[config.mk]
export PLATFORM = sky130hd
export DESIGN_NAME = dac_cmd_rx
export DESIGN_NICKNAME = d
export VERILOG_FILES = /design/src/rtl/dac_cmd_pkg.sv /design/src/rtl/dac_por.sv /design/src/rtl/dac_sync.sv /design/src/rtl/dac_frame.sv /design/src/rtl/dac_regs.sv /design/src/rtl/dac_cmd_rx.sv
export SDC_FILE = /design/constraint.sdc
export NUM_CORES = 1
export LEC_CHECK = 0
export ABC_AREA = 0
export BUFFER_PORTS_ARGS = -buffer_cell sky130_fd_sc_hd__clkbuf_2
export CORE_ASPECT_RATIO = 0.7
export CORE_UTILIZATION = 58
export DETAILED_ROUTE_END_ITERATION = 8
export GPL_TIMING_DRIVEN = 0
export HOLD_SLACK_MARGIN = 0.08
export PLACE_DENSITY_LB_ADDON = 0.1
export SETUP_SLACK_MARGIN = 0.2
export SLEW_MARGIN = 0
export SYNTH_ARGS = -nofsm -noshare
export SYNTH_HDL_FRONTEND = slang
export SYNTH_SLANG_ARGS = --single-unit
[constraint.sdc]
create_clock -name clk -period 1.9 [get_ports clk]
set_input_delay 0.38 -clock clk [delete_from_list [all_inputs] [get_ports clk]]
set_output_delay 0.38 -clock clk [all_outputs]
set_load 0.01 [all_outputs]
[src/rtl/dac_cmd_pkg.sv]
package dac_cmd_pkg;
  localparam int WORD_W   = 16;
  localparam int DATA_W   = 12;
  localparam int CH_W     = 10;
  localparam int BIT_SEL  = 15;  // 1: channel A (+ B from staging)
  localparam int BIT_FAST = 14;
  localparam int BIT_PWR  = 13;  // 0: power down
  localparam int BIT_STG  = 12;  // with BIT_SEL=0: 1 staging, 0 channel B

  typedef enum logic [1:0] {
    ROUTE_A_AND_B = 2'd0,
    ROUTE_STAGE   = 2'd1,
    ROUTE_B_ONLY  = 2'd2
  } route_e;

  typedef struct packed {
    route_e            route;
    logic              fast;
    logic              pdn;
    logic [CH_W-1:0]   value;
  } cmd_t;

  function automatic cmd_t split_word(input logic [WORD_W-1:0] w);
    cmd_t c;
    if (w[BIT_SEL])      c.route = ROUTE_A_AND_B;
    else if (w[BIT_STG]) c.route = ROUTE_STAGE;
    else                 c.route = ROUTE_B_ONLY;
    c.fast  = w[BIT_FAST];
    c.pdn   = ~w[BIT_PWR];
    c.value = w[DATA_W-1 -: CH_W];
    return c;
  endfunction
endpackage

[src/rtl/dac_por.sv]
module dac_por #(
  parameter int POR_LEN = 4
) (
  input  logic clk,
  input  logic rst,
  output logic rst_int
);
  localparam int CW = (POR_LEN > 1) ? $clog2(POR_LEN) : 1;
  logic [CW-1:0] cnt;

  always_ff @(posedge clk) begin
    if (rst) begin
      cnt     <= '0;
      rst_int <= 1'b1;
    end else if (cnt != CW'(POR_LEN - 1)) begin
      cnt     <= cnt + 1'b1;
      rst_int <= 1'b1;
    end else begin
      rst_int <= 1'b0;
    end
  end
endmodule

[src/rtl/dac_sync.sv]
module dac_sync #(
  parameter int          WIDTH  = 3,
  parameter int          STAGES = 2,
  parameter logic [WIDTH-1:0] IDLE = '0
) (
  input  logic             clk,
  input  logic             rst,
  input  logic [WIDTH-1:0] d,
  output logic [WIDTH-1:0] q
);
  genvar i;
  generate
    for (i = 0; i < WIDTH; i++) begin : g_bit
      logic [STAGES-1:0] chain;
      always_ff @(posedge clk) begin
        if (rst) chain <= {STAGES{IDLE[i]}};
        else     chain <= {chain[STAGES-2:0], d[i]};
      end
      assign q[i] = chain[STAGES-1];
    end
  endgenerate
endmodule

[src/rtl/dac_frame.sv]
module dac_frame
  import dac_cmd_pkg::*;
(
  input  logic              clk,
  input  logic              rst,
  input  logic              csn_s,
  input  logic              sclk_s,
  input  logic              din_s,
  output logic              commit_vld,
  output logic [WORD_W-1:0] commit_word,
  output logic              locked,
  output logic [$clog2(WORD_W+1)-1:0] bit_cnt
);
  localparam int CW = $clog2(WORD_W + 1);

  logic              sclk_d;
  logic              fall;
  logic [WORD_W-1:0] shreg;
  logic [WORD_W-1:0] shnext;

  assign fall   = sclk_d & ~sclk_s;
  assign shnext = {shreg[WORD_W-2:0], din_s};

  always_ff @(posedge clk) begin
    if (rst) begin
      sclk_d      <= 1'b0;
      shreg       <= '0;
      bit_cnt     <= '0;
      locked      <= 1'b0;
      commit_vld  <= 1'b0;
      commit_word <= '0;
    end else begin
      sclk_d     <= sclk_s;
      commit_vld <= 1'b0;
      if (csn_s) begin
        bit_cnt <= '0;
        locked  <= 1'b0;
      end else if (fall && !locked) begin
        shreg <= shnext;
        if (bit_cnt == CW'(WORD_W - 1)) begin
          commit_vld  <= 1'b1;
          commit_word <= shnext;
          locked      <= 1'b1;
          bit_cnt     <= '0;
        end else begin
          bit_cnt <= bit_cnt + 1'b1;
        end
      end
    end
  end
endmodule

[src/rtl/dac_regs.sv]
module dac_regs
  import dac_cmd_pkg::*;
(
  input  logic              clk,
  input  logic              rst,
  input  logic              commit_vld,
  input  logic [WORD_W-1:0] commit_word,
  output logic [CH_W-1:0]   chan_a,
  output logic [CH_W-1:0]   chan_b,
  output logic [CH_W-1:0]   stage_q,
  output logic              pwr_down,
  output logic              fast_mode,
  output logic              upd_stb
);
  cmd_t cmd;
  assign cmd = split_word(commit_word);

  always_ff @(posedge clk) begin
    if (rst) begin
      chan_a    <= '0;
      chan_b    <= '0;
      stage_q   <= '0;
      pwr_down  <= 1'b0;
      fast_mode <= 1'b0;
      upd_stb   <= 1'b0;
    end else begin
      upd_stb <= commit_vld;
      if (commit_vld) begin
        pwr_down  <= cmd.pdn;
        fast_mode <= cmd.fast;
        case (cmd.route)
          ROUTE_A_AND_B: begin
            chan_a <= cmd.value;
            chan_b <= stage_q;
          end
          ROUTE_STAGE:  stage_q <= cmd.value;
          default:      chan_b  <= cmd.value;
        endcase
      end
    end
  end
endmodule

[src/rtl/dac_cmd_rx.sv]
module dac_cmd_rx #(
  parameter int SYNC_STAGES = 2,
  parameter int POR_LEN     = 4
) (
  input  logic       clk,
  input  logic       rst,
  input  logic       ser_csn,
  input  logic       ser_clk,
  input  logic       ser_din,
  output logic [9:0] chan_a,
  output logic [9:0] chan_b,
  output logic       pwr_down,
  output logic       fast_mode,
  output logic       upd_stb
);
  import dac_cmd_pkg::*;

  logic                       rst_int;
  logic [2:0]                 sync_q;
  logic                       csn_s, sclk_s, din_s;
  logic                       commit_vld;
  logic [WORD_W-1:0]          commit_word;
  logic                       locked;
  logic [$clog2(WORD_W+1)-1:0] bit_cnt;
  logic [CH_W-1:0]            stage_q;

  dac_por #(.POR_LEN(POR_LEN)) u_por (
    .clk(clk), .rst(rst), .rst_int(rst_int)
  );

  dac_sync #(.WIDTH(3), .STAGES(SYNC_STAGES), .IDLE(3'b100)) u_sync (
    .clk(clk), .rst(rst_int),
    .d({ser_csn, ser_clk, ser_din}),
    .q(sync_q)
  );
  assign csn_s  = sync_q[2];
  assign sclk_s = sync_q[1];
  assign din_s  = sync_q[0];

  dac_frame u_frame (
    .clk(clk), .rst(rst_int),
    .csn_s(csn_s), .sclk_s(sclk_s), .din_s(din_s),
    .commit_vld(commit_vld), .commit_word(commit_word),
    .locked(locked), .bit_cnt(bit_cnt)
  );

  dac_regs u_regs (
    .clk(clk), .rst(rst_int),
    .commit_vld(commit_vld), .commit_word(commit_word),
    .chan_a(chan_a), .chan_b(chan_b), .stage_q(stage_q),
    .pwr_down(pwr_down), .fast_mode(fast_mode), .upd_stb(upd_stb)
  );
endmodule

==> metrics.txt, run 1 <==
status=completed; Seq cells post-synth=79; critical path's slowest cell=or4b_1; minimum clock period after layout=1.577 ns; Clock transition at path regs=0.07 ns; maximum root-to-sink buffer count=2; via count=2247; synthesis-to-layout area growth=16.17%; CTS tree=yes; core area=0.004887 mm^2; LEAKAGE=1.236 nW; clk_lat worst skew=0.35 ns; wire per inst=14.09 um; clock sinks=79; most frequent cell after synthesis=dfxtp_1; Peak VDD IR=736.1 uV; number of synthesized flops with an enable pin=0; fmax=634.2 MHz; Yosys top cell by area=dfxtp_1; # nets final=363; # H-tree levels=3; crit-path most repeated cell=buf_4; RSZ-0062 raised after global routing=no; DRC violations left=0; Initial Utilization=0.6190; Final WS setup=0.3233 ns; final hold vios=0; WP buf/inv=2; I/O pin cnt=28; worst setup path category=register to register; Synth Net Count=323; max-capacitance violation count=0; Synth async-reset ratio=0; CP endpoint kind=register; initial antenna violation count=0; min-delay worst type=primary input to register; vias per cell=5.226; PortBufs=27; first-pass GRT wire length=10290 um; share of cells above drive strength 1=0.1579; largest cells by area after synthesis=dfxtp_1, mux2i_1, nand2_1; std cell rows=21; Pwr Total=3.238 mW; total CTS buffers=9; Worst path max stage delay=0.51 ns; Final Util=0.7192; sequential share of the synthesized area=0.5227; Initial DRC Count=130; most used flip-flop cell after synthesis=dfxtp_1; aggregate global routing overflow=0; antenna-violating nets left=0; final setup skew=0.008269 ns; largest net degree at the start of global routing=13; WP data arrival=1.86 ns; Required @ worst endpoint=2.18 ns; synth warn=0; DP Worst Slack=0.2417 ns; commonest cells in the netlist=dfxtp_1, nand2_1, a21oi_1, mux2i_1, nand2b_1; DIE WIDTH=88.33 um; synthesized area=0.003025 mm^2; final setup fails=0; CP cell instances=or4b_1 > buf_4 > nor2_8 > buf_4 > mux2i_1; Pre-antenna DRT Iters=4; Tot GR Track Use=0.2522; relative slew slack=0.6396; vias in the first global route=2131; power per cell area=921.2 mW/mm^2; hold slack=0.2067 ns; startpoint types=register; hold buffer count at CTS=0; post-detail-place hpwl=4174 um; routed wire length=6059 um; Worst-Margin Slew=0.5407 ns; Avg Inst Size Synth=9.574 um^2; Syn Inst Count=316; Worst path top cell family by delay=simple AND/OR/NAND/NOR gates; Die H=62.43 um; post-synth cell types=32; post-route setup TNS=0 ns; clock root buffer=clkbuf_8; post-synth top area share=0.5227; gpl congestion=0.7891; crit share post-route=0.8299; die area=0.005514 mm^2; number of max-slew violations in the final report=0; CP Max Fanout=8; ANT cells=0
[cell families (layout without fill, tap and decap cells)]
| family | Yosys count | after routing | share of synthesized area |
|---|---|---|---|
| xor gates and xnor gates | 2 | 2 | 0.005791 |
| DFF | 79 | 79 | 0.5227 |
| and+or+nand+nor | 125 | 125 | 0.2113 |
| AOI/OAI and AO/OA | 52 | 52 | 0.1001 |
| adders and majority gates | 2 | 2 | 0.008270 |
| buffers and inverters | 20 | 65 | 0.03267 |
| muxes | 36 | 36 | 0.1191 |
[through the flow]
stage / cell area [um^2] / std cells
5_1_grt: 3515 / 430
4_1_cts: 3486 / 428
6_report: 3515 / 430
2_1_floorplan: 3025 / 316
3_5_place_dp: 3247 / 412
3_3_place_gp: 3247 / 412
[final timing paths]
| check | startpoint | endpoint | slack (ns) | cells after the start |
|---|---|---|---|---|
| worst max register to register | u_frame.locked$_SDFFE_PP0P_ | u_frame.commit_word[4]$_SDFFE_PP0P_ | 0.32 | 5 |
| worst min register to register | u_sync.g_bit[2].chain[0]$_SDFF_PP1_ | u_sync.g_bit[2].chain[1]$_SDFF_PP1_ | 0.42 | 1 |
| worst max-delay path | u_frame.locked$_SDFFE_PP0P_ | u_frame.commit_word[4]$_SDFFE_PP0P_ | 0.32 | 5 |
| worst min-delay path | rst | u_por.cnt[1]$_SDFFE_PP0P_ | 0.21 | 2 |
[layout by cell type (no fill, tap or decap), types with 3 or more instances in the layout]
master,count
nand2b_1,30
nor2b_1,6
a211oi_1,11
nor2_1,16
clkbuf_8,10
nand3_1,3
clkbuf_1,15
or2_2,3
dfxtp_1,77
clkbuf_2,29
nand2_1,54
buf_2,3
bufinv_16,3
a21oi_1,37
mux2i_1,36
buf_4,3
[final cells by class]
cell class,instances,area [um^2]
Buffer,20,101.3
Tap cell,69,86.33
Sequential cell,79,1584
Multi-Input combinational cell,217,1354
Clock buffer,13,148.9
Fill cell,400,1373
Timing Repair Buffer,29,150.1
Clock inverter,3,90.09
[power breakdown]
group          switching [mW]  leakage (nW)  internal, mW
sequential            0.00806         0.638          1.67
combinational          0.0460         0.480        0.0327
clock                   0.572         0.118         0.911
[what timing repair did]
item                       4_1_cts  5_1_grt
buffers inserted                 0        2
setup endpoints to repair        0       26
hold endpoints to repair         0        0
resized for setup                0        7
[routing by layer]
layer,GRT usage,vias to the layer above,wire length (um)
met4,0.1149,0,116
met5,0,-,0
met3,0.08058,14,301
met2,0.3452,50,2461
met1,0.3601,1037,3178
li1,-,1146,-
[state kept, by name, summed over array words and instances, names as in the netlist, 2 cells and up]
signal	count
u_frame.shreg	15
u_por.cnt	2
u_regs.chan_a	10
u_regs.stage_q	10
u_frame.bit_cnt	5
u_sync.g_bit.chain	6
u_regs.chan_b	10
u_frame.commit_word	14
No activity file was read; power rests on OpenSTA's default activity.
==> run 2, diff against run 1 <==
==> constraint.sdc (replaced) <==
create_clock -name clk -period 1.6 [get_ports clk]
set_input_delay 0.32 -clock clk [delete_from_list [all_inputs] [get_ports clk]]
set_output_delay 0.32 -clock clk [all_outputs]
set_load 0.01 [all_outputs]
==> run 2 against run 1 <==
Sequential power grew 18%. Critical path type unchanged. Sequential share of layout area shrank 3.3 points. Highest routed layer unchanged. Non-clock buffer count grew 8. Global-route usage grew 2.1 points. Hold slack lost 0.054 ns. First-iteration DRC count shrank 4.6%. Via count grew 6.9%.
==> metrics.txt, run 2 (synthesis gave the netlist of run 1 again) <==
status=completed; minimum clock period after layout=1.587 ns (+0.01065 ns); clock sinks=79 (unchanged); most frequent cells in the layout=dfxtp_1, nand2_1, clkbuf_2; Worst-Margin Slew=0.3716 ns (-0.1691 ns); Clock transition at path regs=0.07 ns (about the same); ANT cells=0 (unchanged); PortBufs=27 (unchanged); reg-to-reg critical path startpoint=u_sync.g_bit[2].chain[1]$_SDFF_PP1_; r2r worst-path depth=5 (unchanged); Required @ worst endpoint=1.87 ns (-0.31 ns); DRC violations left=0 (unchanged); Most flops, register=u_frame.shreg; Post-DP Area=0.003253 mm^2 (+0.19%); reg2reg setup slack=0.01 ns (-0.31 ns); # H-tree levels=3 (unchanged); post-detail-place hpwl=4247 um (+1.7%); gpl congestion=0.7746 (-1.8%); Peak VDD IR=840.5 uV (+14%); Top Registers=u_frame.shreg (15), u_frame.commit_word (14); std cell rows=21 (unchanged); final hold vios=0 (unchanged); total CTS buffers=9 (unchanged); Initial Utilization=0.6190 (unchanged); worst hold path depth=2 (unchanged); clk_lat worst skew=0.35 ns (about the same); crit share post-route=0.9921 (+0.1623); maximum root-to-sink buffer count=2 (unchanged); largest net degree at the start of global routing=13 (unchanged); LEAKAGE=1.360 nW (+10%); share of cells above drive strength 1=0.3117 (+0.1538); Layout fillers=346 (-14%); commonest non-fill, non-tap cell in the layout=dfxtp_1; core area=0.004887 mm^2 (unchanged); vias per cell=5.482 (+4.9%); synthesis-to-layout area growth=26.18%; worst reg2reg path endpoint=u_frame.commit_word[2]$_SDFFE_PP0P_; Tot GR Track Use=0.2734 (+0.02117); hold buffer count at CTS=0 (unchanged); # nets final=371 (+2.2%); CP Max Fanout=4 (-4); Pre-antenna DRT Iters=4 (unchanged); max reg flops=15 (unchanged); Finished Cell Area=0.003817 mm^2 (+8.6%); wire per inst=16.24 um (+15%); max-capacitance violation count=0 (unchanged); WHS Endpoint=u_por.cnt[0]$_SDFFE_PP0P_; Initial DRC Count=124 (-4.6%); antenna-violating nets left=0 (unchanged); routed wire length=7113 um (+17%); via count=2401 (+6.9%); DIE WIDTH=88.33 um (unchanged); power per cell area=894.5 mW/mm^2 (-2.9%); fmax=630.0 MHz (-0.67%); startpoint types=register; first-pass GRT wire length=11110 um (+8.0%); CP endpoint kind=register; min-delay worst type=primary input to register; worst setup path category=register to register; initial antenna violation count=0 (unchanged); vias in the first global route=2245 (+5.3%); die area=0.005514 mm^2 (unchanged); Final Util=0.7811 (+0.06196); Pwr Total=3.415 mW (+5.5%); aggregate global routing overflow=0 (unchanged); CTS tree=yes; relative slew slack=0.7523 (+0.1127); number of max-slew violations in the final report=0 (unchanged); Hold Startpoint=rst; Die H=62.43 um (unchanged); clock root buffer=clkbuf_8; final setup skew=0.01033 ns (+0.002062 ns); RSZ-0062 raised after global routing=yes; I/O pin cnt=28 (unchanged); final setup fails=0 (unchanged); WP data arrival=1.86 ns (about the same)
==> run 2: cell types whose count changed in the layout (fill, tap and decap cells not counted), moves of 3 or more <==
cell       delta
dfxtp_1       -3
a21oi_1      -14
bufinv_16     -3
clkbuf_1     -12
clkbuf_2     +10
a21oi_2      +14
nand2_1      -15
nand2_4      +13
==> run 2: repair_timing <==
action | in CTS | in global routing
gates resized for setup | 35 | 52
gates cloned | 1 | 1
buffers inserted | 7 | 1
setup endpoints to repair | 60 | 68
pin swaps | 12 | 15
==> run 2: per-layer routing <==
layer  vias to the layer above  part of all wire  track usage
met5                         -                 0            0
met4                         0            0.0086      0.08065
met3                         7             0.069      0.09511
met2                        68              0.46       0.3894
met1                      1164              0.47       0.3901
li1                       1162                 -            -
==> run 2: final cells by class <==
type / count / area [um^2] / share of cell area
plain buffers: 20 / 146.4 / 0.03835
clock buffers: 13 / 158.9 / 0.04163
clock inverters: 3 / 17.52 / 0.004589
multi-input cells: 217 / 1536 / 0.4025
flip-flops and latches: 79 / 1593 / 0.4172
well taps: 69 / 86.33 / 0.02262
repair buffers: 37 / 279.0 / 0.07309
==> run 2: power breakdown <==
part	total, mW	internal [mW]	switching [mW]
combinational	0.103	0.0413	0.0621
clock	1.32	0.644	0.680
sequential	1.99	1.98	0.0101
total	3.41	2.66	0.752
==> run 2: metrics by stage <==
step	TNS, ns	std cells	worst slack, ns	hold slack [ns]
final	0	438	0.01263	0.1525
after global routing	-0.1442	438	-0.03638	0.1403
after global placement	-0.3922	412	-0.06500	0.3989
after detailed placement	-0.1201	412	-0.03357	0.4021
after CTS	0	436	0.04114	0.1389
after floorplan	0	316	0.1019	0.3894
==> run 2: how the worst max path moves through the flow <==
stage                                              from                                    to  slack, ns  cells past startpoint
global placement        u_frame.bit_cnt[0]$_SDFFE_PP0N_  u_frame.commit_word[14]$_SDFFE_PP0P_      -0.06                      5
detailed placement      u_frame.bit_cnt[0]$_SDFFE_PP0N_  u_frame.commit_word[14]$_SDFFE_PP0P_      -0.03                      5
floorplan           u_sync.g_bit[2].chain[1]$_SDFF_PP1_  u_frame.commit_word[10]$_SDFFE_PP0P_       0.10                      5
global route        u_sync.g_bit[2].chain[1]$_SDFF_PP1_   u_frame.commit_word[8]$_SDFFE_PP0P_      -0.04                      5
CTS                 u_sync.g_bit[2].chain[1]$_SDFF_PP1_   u_frame.commit_word[2]$_SDFFE_PP0P_       0.04                      5
finish              u_sync.g_bit[2].chain[1]$_SDFF_PP1_   u_frame.commit_word[2]$_SDFFE_PP0P_       0.01                      5
==> run 2: worst max-delay path, cell delays in order, from the launching register on <==
cell     delay (ns)
dfxtp_4        0.35
or4b_4         0.53
buf_6          0.15
nor2_8         0.13
buf_6          0.15
mux2i_1        0.20
==> run 3, diff against run 2 <==
--- a/config.mk
+++ b/config.mk
@@ -7,7 +7,7 @@
 export LEC_CHECK = 0
 export ABC_AREA = 0
 export BUFFER_PORTS_ARGS = -buffer_cell sky130_fd_sc_hd__clkbuf_2
-export CORE_ASPECT_RATIO = 0.7
+export CORE_MARGIN = 2
 export CORE_UTILIZATION = 58
 export DETAILED_ROUTE_END_ITERATION = 8
 export GPL_TIMING_DRIVEN = 0
==> run 3 against run 2 <==
Design area shrank 4.6%. Core utilization down 6.4 points. Clock-buffer cell count increased by 1. Sequential power about the same. Critical path depth did not move. Hold slack better by 0.0034 ns. Combinational power is 8% lower. Power shrank 2.6%. Die area grew 5.4%. Clock power decreased by 6%. Routed wire length decreased by 11%. Largest cell class unchanged.
==> metrics.txt, run 3 (synthesis gave the netlist of run 1 again) <==
status=completed; Final Util=0.7175 (-0.06365); first-pass GRT wire length=10540 um (-5.1%); number of max-slew violations in the final report=0 (unchanged); # nets final=371 (unchanged); clock root buffer=clkbuf_8; worst setup path category=register to register; initial antenna violation count=0 (unchanged); final setup skew=0.005743 ns (-0.004588 ns); r2r worst-path depth=5 (unchanged); Top Registers=u_frame.shreg (15), u_frame.commit_word (14); Worst-Margin Slew=0.3537 ns (-0.01782 ns); aggregate global routing overflow=0 (unchanged); CP Max Fanout=5 (+1); total CTS buffers=9 (unchanged); Initial Utilization=0.5962 (-0.02289); relative slew slack=0.7632 (+0.01088); # H-tree levels=3 (unchanged); max-capacitance violation count=0 (unchanged); fmax=638.6 MHz (+1.4%); Pwr Total=3.327 mW (-2.6%); Hold Startpoint=ser_csn; routed wire length=6361 um (-11%); Clock transition at path regs=0.07 ns (about the same); I/O pin cnt=28 (unchanged); startpoint types=register; Most flops, register=u_frame.shreg; vias in the first global route=2156 (-4.0%); synthesis-to-layout area growth=20.35%; crit share post-route=0.9787 (-0.01343); reg-to-reg critical path startpoint=u_sync.g_bit[2].chain[1]$_SDFF_PP1_; Final WS setup=0.03411 ns (+0.02148 ns); vias per cell=5.226 (-4.7%); WP data arrival=1.84 ns (-0.02 ns); WHS Endpoint=u_sync.g_bit[2].chain[0]$_SDFF_PP1_; via count=2289 (-4.7%); Pre-antenna DRT Iters=4 (unchanged); post-route setup TNS=0 ns (unchanged); most frequent cells in the layout=dfxtp_1, nand2_1, clkbuf_2; Layout fillers=433 (+25%); antenna-violating nets left=0 (unchanged); CTS tree=yes; DIE WIDTH=76.23 um (-14%); Peak VDD IR=789.5 uV (-6.1%); worst reg2reg path endpoint=u_frame.commit_word[8]$_SDFFE_PP0P_; maximum root-to-sink buffer count=2 (unchanged); min-delay worst type=primary input to register; hold buffer count at CTS=0 (unchanged); fin cells=438 (unchanged); PortBufs=27 (unchanged); ANT cells=0 (unchanged); core area=0.005075 mm^2 (+3.8%); minimum clock period after layout=1.566 ns (-0.02148 ns); share of cells above drive strength 1=0.2554 (-0.05622); clk_lat worst skew=0.35 ns (about the same); final setup fails=0 (unchanged); RSZ-0062 raised after global routing=yes; Post-DP Area=0.003254 mm^2 (about the same); DRC violations left=0 (unchanged); die area=0.005810 mm^2 (+5.4%); dpl cells=413 (+0.24%); Required @ worst endpoint=1.88 ns (about the same); largest net degree at the start of global routing=12 (-1); Tot GR Track Use=0.2346 (-0.03878); CP endpoint kind=register; hold slack=0.1559 ns (+0.003382 ns); Die H=76.23 um (+22%); commonest non-fill, non-tap cell in the layout=dfxtp_1; gpl congestion=0.7472 (-3.5%); power per cell area=913.9 mW/mm^2 (+2.2%); LEAKAGE=1.308 nW (-3.8%); reg2reg setup slack=0.03 ns (+0.02 ns); Initial DRC Count=140 (+13%); max reg flops=15 (unchanged); clock sinks=79 (unchanged); std cell rows=26 (+24%); Finished Cell Area=0.003641 mm^2 (-4.6%); post-detail-place hpwl=4127 um (-2.8%); wire per inst=14.52 um (-11%); worst hold path depth=2 (unchanged); final hold vios=0 (unchanged); DP Worst Slack=-0.05855 ns (-0.02498 ns)
## run 3: cell count changes in the layout (fill, tap and decap cells not counted), moves of 4 or more
| cell | change |
|---|---|
| nand2_2 | +9 |
| a21oi_1 | +11 |
| clkbuf_1 | +4 |
| a21oi_2 | -11 |
| nand2_1 | +4 |
| nand2_4 | -13 |
## run 3: repair_timing
item | in CTS | in global routing
gates cloned | 2 | 0
pin swaps | 17 | 2
hold endpoints to repair | 0 | 0
setup endpoints to repair | 58 | 69
setup buffers | 7 | 1
resized for setup | 33 | 19
## run 3: per-layer routing
metal	global-route usage	share of wire	up-vias
li1	-	-	1168
met1	0.3067	0.47	1073
met2	0.3673	0.47	37
met3	0.07583	0.037	11
met4	0.08182	0.016	0
met5	0	0	-
## run 3: power breakdown
part | total, mW | internal, mW | switching [mW]
registers | 1.99 | 1.98 | 0.00902
logic | 0.0943 | 0.0405 | 0.0538
clock network | 1.24 | 0.598 | 0.647
## run 3: layout make-up
class                      instances  area (um^2)  area share
clock buffer                      14        152.6     0.04192
sequential                        79         1589      0.4364
multi-input combinational        217         1418      0.3893
clock inverter                     1        5.005    0.001375
tap                               70        87.58     0.02405
buffer                            20        130.1     0.03574
timing repair buffer              37        259.0     0.07113
## run 3: worst max-delay path, cell delays in order (launching register included)
cell and delay [ns]:
dfxtp_2 0.33, or4b_4 0.53, buf_6 0.15, nor2_8 0.12, clkbuf_16 0.17, mux2i_1 0.19
## run 3: worst max path at each step
stage | startpoint | to | slack [ns] | cells past startpoint
floorplan | u_sync.g_bit[2].chain[1]$_SDFF_PP1_ | u_frame.commit_word[10]$_SDFFE_PP0P_ | 0.10 | 5
global placement | u_frame.bit_cnt[0]$_SDFFE_PP0N_ | u_frame.commit_word[14]$_SDFFE_PP0P_ | -0.04 | 5
detailed placement | u_frame.bit_cnt[0]$_SDFFE_PP0N_ | u_frame.commit_word[14]$_SDFFE_PP0P_ | -0.06 | 5
CTS | u_sync.g_bit[1].chain[1]$_SDFF_PP0_ | u_frame.bit_cnt[3]$_SDFFE_PP0N_ | 0.02 | 5
global route | u_sync.g_bit[2].chain[1]$_SDFF_PP1_ | u_frame.commit_word[8]$_SDFFE_PP0P_ | -0.002 | 5
finish | u_sync.g_bit[2].chain[1]$_SDFF_PP1_ | u_frame.commit_word[8]$_SDFFE_PP0P_ | 0.03 | 5
